==> src/rtl/vr_codec_pkg.sv <==
package vr_codec_pkg;
  localparam int PAGE_SHIFT = 12;
  localparam int TYPE_W     = 8;
  localparam int EN_BIT     = 11;
  localparam int BASE_IGN_LO = 8;
  typedef logic [TYPE_W-1:0] mem_type_t;
endpackage

==> src/rtl/vr_encode.sv <==
module vr_encode
  import vr_codec_pkg::*;
#(
  parameter int REG_W  = 64,
  parameter int PHYS_W = 36,
  localparam int PW    = PHYS_W - PAGE_SHIFT
) (
  input  logic [PW-1:0]    page_base,
  input  logic [PW-1:0]    page_cnt,
  input  mem_type_t        mtype,
  output logic [REG_W-1:0] base_word,
  output logic [REG_W-1:0] mask_word
);
  logic [PW-1:0] neg_cnt;
  logic          cnt_nz;

  assign neg_cnt = PW'(~page_cnt + 1'b1);
  assign cnt_nz  = |page_cnt;

  always_comb begin
    base_word = '0;
    mask_word = '0;
    if (cnt_nz) begin
      base_word[PHYS_W-1:PAGE_SHIFT] = page_base;
      base_word[TYPE_W-1:0]          = mtype;
      mask_word[PHYS_W-1:PAGE_SHIFT] = neg_cnt;
      mask_word[EN_BIT]              = 1'b1;
    end
  end
endmodule

==> src/rtl/vr_decode.sv <==
module vr_decode
  import vr_codec_pkg::*;
#(
  parameter int REG_W  = 64,
  parameter int PHYS_W = 36,
  localparam int PW    = PHYS_W - PAGE_SHIFT
) (
  input  logic [REG_W-1:0] base_word,
  input  logic [REG_W-1:0] mask_word,
  output logic [PW-1:0]    page_base,
  output logic [PW:0]      page_cnt,
  output mem_type_t        mtype,
  output logic             fixed
);
  logic [PW-1:0] raw;
  logic [PW-1:0] above;
  logic [PW-1:0] ext;
  logic          raw_nz;
  logic          enabled;

  assign raw     = mask_word[PHYS_W-1:PAGE_SHIFT];
  assign raw_nz  = |raw;
  assign enabled = mask_word[EN_BIT];

  // above[i]: some raw bit strictly higher than i is set
  assign above[PW-1] = 1'b0;
  genvar gi;
  generate
    for (gi = PW - 2; gi >= 0; gi--) begin : g_above
      assign above[gi] = above[gi+1] | raw[gi+1];
    end
    for (gi = 0; gi < PW; gi++) begin : g_ext
      assign ext[gi] = raw[gi] | (raw_nz & ~above[gi]);
    end
  endgenerate

  always_comb begin
    page_base = '0;
    page_cnt  = '0;
    mtype     = '0;
    fixed     = 1'b0;
    if (enabled) begin
      page_base = base_word[PHYS_W-1:PAGE_SHIFT];
      mtype     = base_word[TYPE_W-1:0];
      // forced-ones above PHYS_W appear as the extra top bit
      page_cnt  = (PW+1)'(~{1'b1, ext} + 1'b1);
      fixed     = (ext != raw);
    end
  end
endmodule

==> src/rtl/vr_compare.sv <==
module vr_compare
  import vr_codec_pkg::*;
#(
  parameter int REG_W  = 64,
  parameter int PHYS_W = 36
) (
  input  logic [REG_W-1:0] ref_base,
  input  logic [REG_W-1:0] ref_mask,
  input  logic [REG_W-1:0] hw_base,
  input  logic [REG_W-1:0] hw_mask,
  output logic             base_diff,
  output logic             mask_diff
);
  logic [REG_W-1:0] base_care;
  logic [REG_W-1:0] mask_care;

  genvar gb;
  generate
    for (gb = 0; gb < REG_W; gb++) begin : g_care
      if (gb < PHYS_W && (gb < BASE_IGN_LO || gb >= PAGE_SHIFT)) begin : g_bc
        assign base_care[gb] = 1'b1;
      end else begin : g_bn
        assign base_care[gb] = 1'b0;
      end
      if (gb < PHYS_W && gb >= EN_BIT) begin : g_mc
        assign mask_care[gb] = 1'b1;
      end else begin : g_mn
        assign mask_care[gb] = 1'b0;
      end
    end
  endgenerate

  assign base_diff = |((ref_base ^ hw_base) & base_care);
  assign mask_diff = |((ref_mask ^ hw_mask) & mask_care);
endmodule

==> src/rtl/vr_codec.sv <==
module vr_codec
  import vr_codec_pkg::*;
#(
  parameter int REG_W  = 64,
  parameter int PHYS_W = 36,
  localparam int PW    = PHYS_W - PAGE_SHIFT
) (
  input  logic             clk,
  input  logic             rst_n,
  input  logic             enc_req,
  input  logic [PW-1:0]    enc_page_base,
  input  logic [PW-1:0]    enc_page_cnt,
  input  logic [7:0]       enc_type,
  output logic             enc_vld,
  output logic [REG_W-1:0] enc_base_word,
  output logic [REG_W-1:0] enc_mask_word,
  input  logic             dec_req,
  input  logic [REG_W-1:0] dec_base_word,
  input  logic [REG_W-1:0] dec_mask_word,
  output logic             dec_vld,
  output logic [PW-1:0]    dec_page_base,
  output logic [PW:0]      dec_page_cnt,
  output logic [7:0]       dec_type,
  output logic             dec_fixed,
  input  logic             cmp_req,
  input  logic [REG_W-1:0] cmp_ref_base,
  input  logic [REG_W-1:0] cmp_ref_mask,
  input  logic [REG_W-1:0] cmp_hw_base,
  input  logic [REG_W-1:0] cmp_hw_mask,
  output logic             cmp_vld,
  output logic             cmp_base_diff,
  output logic             cmp_mask_diff
);
  // reset: asynchronous assertion, synchronous release
  logic [1:0] rst_pipe;
  logic       rst_sync_n;
  always_ff @(posedge clk or negedge rst_n) begin
    if (!rst_n) rst_pipe <= '0;
    else        rst_pipe <= {rst_pipe[0], 1'b1};
  end
  assign rst_sync_n = rst_pipe[1];

  // combinational paths
  logic [REG_W-1:0] enc_base_c, enc_mask_c;
  logic [PW-1:0]    dec_base_c;
  logic [PW:0]      dec_cnt_c;
  mem_type_t        dec_type_c;
  logic             dec_fixed_c;
  logic             cmp_bd_c, cmp_md_c;

  vr_encode #(.REG_W(REG_W), .PHYS_W(PHYS_W)) u_enc (
    .page_base(enc_page_base), .page_cnt(enc_page_cnt), .mtype(enc_type),
    .base_word(enc_base_c), .mask_word(enc_mask_c));

  vr_decode #(.REG_W(REG_W), .PHYS_W(PHYS_W)) u_dec (
    .base_word(dec_base_word), .mask_word(dec_mask_word),
    .page_base(dec_base_c), .page_cnt(dec_cnt_c), .mtype(dec_type_c),
    .fixed(dec_fixed_c));

  vr_compare #(.REG_W(REG_W), .PHYS_W(PHYS_W)) u_cmp (
    .ref_base(cmp_ref_base), .ref_mask(cmp_ref_mask),
    .hw_base(cmp_hw_base), .hw_mask(cmp_hw_mask),
    .base_diff(cmp_bd_c), .mask_diff(cmp_md_c));

  // next-state
  logic [REG_W-1:0] enc_base_d, enc_mask_d;
  logic [PW-1:0]    dec_base_d;
  logic [PW:0]      dec_cnt_d;
  logic [7:0]       dec_type_d;
  logic             dec_fixed_d, cmp_bd_d, cmp_md_d;

  always_comb begin
    enc_base_d  = enc_base_word;
    enc_mask_d  = enc_mask_word;
    dec_base_d  = dec_page_base;
    dec_cnt_d   = dec_page_cnt;
    dec_type_d  = dec_type;
    dec_fixed_d = dec_fixed;
    cmp_bd_d    = cmp_base_diff;
    cmp_md_d    = cmp_mask_diff;
    if (enc_req) begin
      enc_base_d = enc_base_c;
      enc_mask_d = enc_mask_c;
    end
    if (dec_req) begin
      dec_base_d  = dec_base_c;
      dec_cnt_d   = dec_cnt_c;
      dec_type_d  = dec_type_c;
      dec_fixed_d = dec_fixed_c;
    end
    if (cmp_req) begin
      cmp_bd_d = cmp_bd_c;
      cmp_md_d = cmp_md_c;
    end
  end

  // registers
  always_ff @(posedge clk or negedge rst_sync_n) begin
    if (!rst_sync_n) begin
      enc_vld       <= 1'b0;
      enc_base_word <= '0;
      enc_mask_word <= '0;
      dec_vld       <= 1'b0;
      dec_page_base <= '0;
      dec_page_cnt  <= '0;
      dec_type      <= '0;
      dec_fixed     <= 1'b0;
      cmp_vld       <= 1'b0;
      cmp_base_diff <= 1'b0;
      cmp_mask_diff <= 1'b0;
    end else begin
      enc_vld       <= enc_req;
      enc_base_word <= enc_base_d;
      enc_mask_word <= enc_mask_d;
      dec_vld       <= dec_req;
      dec_page_base <= dec_base_d;
      dec_page_cnt  <= dec_cnt_d;
      dec_type      <= dec_type_d;
      dec_fixed     <= dec_fixed_d;
      cmp_vld       <= cmp_req;
      cmp_base_diff <= cmp_bd_d;
      cmp_mask_diff <= cmp_md_d;
    end
  end

  // assertions
  assert_enc_strobe_R9: assert property (@(posedge clk) disable iff (!rst_sync_n)
    enc_req |=> enc_vld);
  assert_dec_strobe_R9: assert property (@(posedge clk) disable iff (!rst_sync_n)
    !dec_req |=> !dec_vld);
  assert_zero_clears_R3: assert property (@(posedge clk) disable iff (!rst_sync_n)
    (enc_req && enc_page_cnt == '0) |=> (enc_mask_word == '0 && enc_base_word == '0));
  assert_enable_set_R2: assert property (@(posedge clk) disable iff (!rst_sync_n)
    (enc_req && enc_page_cnt != '0) |=> enc_mask_word[EN_BIT]);
  assert_free_entry_R4: assert property (@(posedge clk) disable iff (!rst_sync_n)
    (dec_req && !dec_mask_word[EN_BIT]) |=> (dec_page_cnt == '0 && dec_type == '0 && !dec_fixed));
  assert_hold_R11: assert property (@(posedge clk) disable iff (!rst_sync_n)
    !dec_req |=> $stable(dec_page_cnt));
  assert_same_pair_R8: assert property (@(posedge clk) disable iff (!rst_sync_n)
    (cmp_req && cmp_ref_base == cmp_hw_base && cmp_ref_mask == cmp_hw_mask)
      |=> (!cmp_base_diff && !cmp_mask_diff));
endmodule

==> config.mk <==
export PLATFORM = sky130hd
export DESIGN_NAME = vr_codec
export DESIGN_NICKNAME = d
export VERILOG_FILES = /design/src/rtl/vr_codec_pkg.sv /design/src/rtl/vr_encode.sv /design/src/rtl/vr_decode.sv /design/src/rtl/vr_compare.sv /design/src/rtl/vr_codec.sv
export SDC_FILE = /design/constraint.sdc
export NUM_CORES = 1
export LEC_CHECK = 0
export BUFFER_PORTS_ARGS = -buffer_cell sky130_fd_sc_hd__clkbuf_2
export CAP_MARGIN = 10
export CORE_AREA = 2 2 250 252
export DETAILED_ROUTE_END_ITERATION = 8
export DIE_AREA = 0 0 252 254
export GPL_ROUTABILITY_DRIVEN = 0
export GPL_TIMING_DRIVEN = 0
export HOLD_SLACK_MARGIN = 0.05
export SLEW_MARGIN = 20
export SYNTH_ARGS = -nofsm -noshare
export SYNTH_HDL_FRONTEND = slang
export SYNTH_HIERARCHICAL = 1
export SYNTH_SLANG_ARGS = --single-unit
==> constraint.sdc <==
create_clock -name clk -period 14.3 [get_ports clk]
set_clock_uncertainty 0.05 [all_clocks]
set_input_delay 2.86 -clock clk [delete_from_list [all_inputs] [get_ports clk]]
set_output_delay 2.86 -clock clk [all_outputs]
set_load 0.005 [all_outputs]
### Word level (Yosys, flattened, before mapping)

Cells that the tools add are included.
Widths: inputs -> output; s select.

| word-level totals | value |
|---|---|
| output and inout port bits | 191 |
| memory bits (writable) | 0 |
| register bits after elaboration | 122 |
| ROM bits | 0 |
| logic and storage cells | 122 |
| memories kept | 0 |
| bits in latches | 0 |
| bits of input ports | 445 |

| operators by class | value |
|---|---|
| multipliers | 0 |
| equality and inequality tests | 1 |
| $lt $le $gt $ge | 0 |
| multiplexer cells | 7 |
| add/subtract/negate cells | 2 |
| shift-type cells | 0 |
| reduce and logical (&&, ||, !) cells | 4 |
| bitwise gates (word level) | 96 |
| divide/modulo/power cells | 0 |

Operators by type and width:

| cell | count |
|---|---|
| $xor 36x36->36 | 2 |
| $mux 25 | 2 |
| $mux 24 | 2 |
| $reduce_or 24->1 | 2 |
| $or 1x1->1 | 46 |
| $reduce_or 32->1 | 1 |
| $add 25x1->25 const B | 1 |
| $not 25->25 | 1 |
| $reduce_or 25->1 | 1 |
| $add 24x1->24 const B | 1 |
| $ne 24x24->1 | 1 |
| $not 24->24 | 1 |
| $and 1x1->1 | 23 |
| $not 1->1 | 23 |
| $mux 8 | 2 |
| $mux 1 | 1 |

### Depth between registers and ports, before layout

| depth | value |
|---|---|
| depth after elaboration | 28 |
| mapped depth | 10 |
| depth with buffers taken out | 8 |

### Modules after synthesis

Netlist, hierarchy kept.

By module, submodules not included:

| module | area each (um^2) | cells an instance | times used |
|---|---|---|---|
| vr_codec | 7236.9 | 402 | 1 |
| vr_encode | 1400.1 | 192 | 1 |
| vr_decode | 975.9 | 160 | 1 |
| vr_compare | 618.1 | 77 | 1 |

### Worst setup path before layout

Ideal clock, no wire load.

| timing path | value |
|---|---|
| path type | in2reg |
| start point | input port enc_page_cnt[0] |
| end point | register enc_base_word[0] |
| required time | 14125 ps |
| stages | 10 |
| setup time | 125 ps |
| buffers on the path | 2 |
| setup slack | 9441 ps |
| arrival | 4685 ps |
| cell sequence | inv_1 ha_1 or4b_2 nor2_1 and3_1 buf_6 inv_4 buf_6 and2_4 mux2_2 |

| between the ends | value |
|---|---|
| word-level cells in the longest chain between the ends | 2 |

RTL lines:

| what | RTL line | text |
|---|---|---|
| start: declaration | vr_codec.sv:12 | `input logic [PW-1:0] enc_page_cnt,` |
| $reduce_or 24->1 | vr_encode.sv:18 | `assign cnt_nz = \|page_cnt;` |
| via u_enc.cnt_nz | vr_encode.sv:15 | `logic cnt_nz;` |
| $mux 8 | vr_encode.sv:23 | `if (cnt_nz) begin` |
| via enc_base_c[0] | vr_codec.sv:44 | `logic [REG_W-1:0] enc_base_c, enc_mask_c;` |
| end signal: assignment | vr_codec.sv:113 | `enc_base_word <= enc_base_d;` |
| end: declaration | vr_codec.sv:15 | `output logic [REG_W-1:0] enc_base_word,` |

The timed path passes the listed nets, and every way through them passes these cells.
A chain may end at the register's enable or synchronous reset.

### Worst setup path after layout

| timing path | value |
|---|---|
| start point | input port enc_page_cnt[0] |
| end point | register enc_base_word[18] |

| between the ends | value |
|---|---|
| word-level cells in the longest chain between the ends | 2 |

RTL lines:

| what | RTL line |
|---|---|
| $reduce_or 24->1 | vr_encode.sv:18 |
| $mux 24 | vr_encode.sv:23 |
| via enc_base_c[18] | vr_codec.sv:44 |

The timed path passes the listed nets, and every way through them passes these cells.

==> Flow_metrics.wiki <==
{| class="wikitable"
! Metric !! Value
|-
| Multiplexer area fraction after synthesis || between 20% and 30%
|-
| Leakage power summed over all cells || ~7 nW
|-
| Gate Count Post-Synth || ~830
|-
| Setup crit start kind || input port
|-
| Compound-Gate Fraction of Synth Area || between 3 and 4%
|-
| Arrival time worst endpoint || 5.09 ns
|-
| Setup slack of the most critical reg-to-reg path || ~13 ns
|-
| Initial antenna violation count || 3
|-
| Total power divided by cell area || 98.8 nW/um2
|-
| Vertical extent of the die || between 200 and 300 um
|-
| Max Clk Rate || about 210 MHz
|-
| Number of gates resized after CTS || 0
|-
| Hold-fix buffers, CTS || 0
|-
| XOR/XNOR Fraction of Synth Area || under 10%
|-
| Mean post-synth cell area || 12.3 um2
|-
| Fin crit period || 4.77 ns
|-
| Most common library cells after synthesis || sky130_fd_sc_hd__dfrtp_1, sky130_fd_sc_hd__mux2_2, sky130_fd_sc_hd__buf_4
|-
| CTS tree || built
|-
| # clock sinks || 193
|-
| Seq/Total Area, Yosys || a little under half
|-
| Relative slew slack || around 40%
|-
| Overall track demand over capacity in global routing || under 10%
|-
| Cell area after synthesis || around 10000 um2
|-
| Number of register bits inferred by synthesis || a little under 200
|-
| Routed length per placed instance || 14.4 um
|-
| Final-layout setup total negative slack || 0 ns
|-
| Final Cycle Share || about a third
|-
| Crit-path max FO || 10
|-
| Net count, final || roughly 1800
|-
| Crit end category || register
|-
| Hold crit path type || register to async pin
|-
| Slew @ Worst Pin || about 0.90 ns
|-
| Simple-gate portion of the synthesized area || 13.4%
|-
| Number of buffers and inverters on the critical path || 5
|-
| Delay-heaviest family, CP || simple AND/OR/NAND/NOR gates
|-
| Placement row count || between 90 and 100
|-
| Yosys warnings || 6
|-
| Remaining antenna violation count after routing || 0
|-
| Status || finished clean
|-
| Top area cells in the synthesized netlist || sky130_fd_sc_hd__dfrtp_1, sky130_fd_sc_hd__mux2_2, sky130_fd_sc_hd__buf_4
|-
| Via-to-Cell Ratio || about 3.7
|-
| Adder-Cell Fraction of Synth Area || 0.122%
|-
| Total core area || ~60000 um2
|-
| Fraction of synthesis flops using an asynchronous set or reset pin || between 90% and 100%
|-
| Synth cell types || 62
|-
| Top-Level Pins || between 600 and 700
|-
| Dominant combinational cell family by area after synthesis || multiplexers
|-
| Port Buffers || between 400 and 500
|-
| Sum of routed wire length over all layers || between 30000 and 40000 um
|-
| Vias after detailed routing || 7962
|-
| Root buffer selected by CTS || sky130_fd_sc_hd__clkbuf_16
|-
| Post-detailed-route DRC marker count || 0
|-
| Area added between synthesis and finish || 40.2%
|-
| Clock Path Buffers || 2
|-
| Unrepaired setup endpoints after global routing || no
|-
| Fraction of layout cells with a size suffix above 1 || between 50% and 60%
|-
| Post-CTS setup buffer count || 0
|-
| CP Cell Sequence || clkbuf_2, inv_1, ha_1, or4b_2, nor2_1, and3_1, buf_6, inv_4, buf_6, and2_4, mux2_2
|-
| Wire length of the first global-routing pass || 46300 um
|-
| Inserted Clock Buffers || 17
|-
| Proportion of netlist area held by the largest area contributor || about 47%
|-
| Number of synthesized flops with an enable pin || 0
|-
| Final HPWL DP || 25400 um
|-
| Cell repeated most along the worst path || sky130_fd_sc_hd__buf_6
|-
| Violation count after the first detailed-routing iteration || between 200 and 250
|-
| Pin count of the biggest net entering global routing || a little over 50
|-
| Layout Cells excl Fill || about 2100
|-
| Clock-pin slew on the worst setup and hold paths || around 0.080 ns
|-
| Total global routing overflow || 0
|-
| Placed cells || roughly 2100
|-
| Delay of the slowest cell on the worst path || around 0.69 ns
|-
| Cell type of the slowest stage on the worst timing path || sky130_fd_sc_hd__or4b_2
|-
| Worst skew pair latency || about 0.48 ns
|-
| Starting density of the core || between 10% and 20%
|-
| Slew Viols, Final || 0
|-
| Count of maximum capacitance violations || 0
|-
| Required time of the critical path || 14.62 ns
|-
| Chip width || approximately 250 um
|-
| Hold Fails Final Rpt || 0
|-
| First-pass detailed-route iteration total || 4
|-
| Overall die area || between 60000 and 70000 um2
|-
| Fin util || a little under a quarter
|-
| Critical path type || input port to register
|-
| Final setup fails || 0
|-
| CTS H-Tree Depth || 4
|-
| Via count of the first global-routing pass || ~8200
|-
| Largest vdd supply drop || roughly 0.00011 V
|-
| Yosys top cell by area || sky130_fd_sc_hd__dfrtp_1
|-
| Leading cell type by number of instances after synthesis || sky130_fd_sc_hd__dfrtp_1
|-
| Most common flop cell mapped by yosys || sky130_fd_sc_hd__dfrtp_1
|}
-- metal layers --
layer / up-vias / global-route usage (%) / part of all wire, %
met3: 49 / 4.23 / 9.6
met1: 3741 / 9.98 / 38
li1: 3794 / - / -
met4: 2 / 5.49 / 4.7
met5: - / 0 / 0.039
met2: 376 / 16.2 / 48
-- where the power goes --
group | internal [mW] | switching, mW
registers | 0.597 | 0.0294
logic | 0.149 | 0.116
clock network | 0.269 | 0.257
-- per-stage QoR --
step                instance area, um2  power, mW  hold WS [ns]  setup slack, ns
detailed placement               13700      0.905         0.165             9.05
global placement                 13600      0.894         0.286             6.01
CTS                              14300       1.45         0.166             9.59
floorplan                        10500      0.767         0.281             8.47
finish                           14300       1.42         0.149             9.53
global route                     14300       1.49         0.173             9.48
-- final cells by class --
class,count,area [um2]
fillers,6599,46900
clock buffers,17,425
flip-flops and latches,193,4830
well taps,790,988
diodes,2,5.00
repair buffers,424,2200
plain buffers,105,831
inverters,8,32.5
multi-input cells,595,4810
clock inverters,15,214
-- logic make-up after synthesis --
logic type | count (synthesis)
fa+ha+maj | 1
buf+inv | 113
mux | 190
compound gates | 45
flops | 193
xor+xnor | 71
other cells | 2
simple gates | 216
-- final timing paths --
| kind | from | to | depth (start not counted) |
|---|---|---|---|
| max in group asynchronous | rst_n | rst_pipe[1]$_DFF_PN0_ | 1 |
| worst max register to register | rst_pipe[1]$_DFF_PN0_ | enc_mask_word[56]$_DFFE_PN0P_ | 2 |
| min in group clk | rst_pipe[0]$_DFF_PN0_ | rst_pipe[1]$_DFF_PN0_ | 0 |
| worst min-delay path | rst_pipe[1]$_DFF_PN0_ | enc_base_word[55]$_DFFE_PN0P_ | 0 |
| worst max-delay path | enc_page_cnt[0] | enc_base_word[18]$_DFFE_PN0P_ | 11 |
| worst min register to register | rst_pipe[1]$_DFF_PN0_ | enc_base_word[55]$_DFFE_PN0P_ | 0 |
-- sequential cells by signal, indices dropped and copies added, names as in the netlist --
register / flops
dec_type: 8
dec_fixed: 1
dec_page_base: 24
dec_vld: 1
cmp_vld: 1
enc_base_word: 64
enc_vld: 1
dec_page_cnt: 25
cmp_base_diff: 1
enc_mask_word: 64
rst_pipe: 2
cmp_mask_diff: 1
-- cells in the final DEF (no fill, tap or decap), types with 16 or more instances in the layout --
master / Yosys / layout
sky130_fd_sc_hd__mux2_2: 169 / 169
sky130_fd_sc_hd__clkbuf_2: 0 / 420
sky130_fd_sc_hd__mux2_4: 20 / 20
sky130_fd_sc_hd__buf_4: 72 / 72
sky130_fd_sc_hd__conb_1: 2 / 72
sky130_fd_sc_hd__dfrtp_1: 193 / 192
sky130_fd_sc_hd__and2_1: 40 / 40
sky130_fd_sc_hd__or3_1: 16 / 16
sky130_fd_sc_hd__nor3_1: 18 / 18
sky130_fd_sc_hd__xnor2_1: 57 / 57
sky130_fd_sc_hd__and2_4: 27 / 27
sky130_fd_sc_hd__clkbuf_16: 0 / 17
sky130_fd_sc_hd__nor2_1: 35 / 35
sky130_fd_sc_hd__nand2_1: 19 / 19
sky130_fd_sc_hd__buf_6: 19 / 19
-- worst register-to-register path: stages, from the launching register on --
cell and delay [ns]:
sky130_fd_sc_hd__dfrtp_4 0.60, sky130_fd_sc_hd__buf_12 0.27, sky130_fd_sc_hd__buf_16 0.33
No activity file was read; power rests on OpenSTA's default activity.
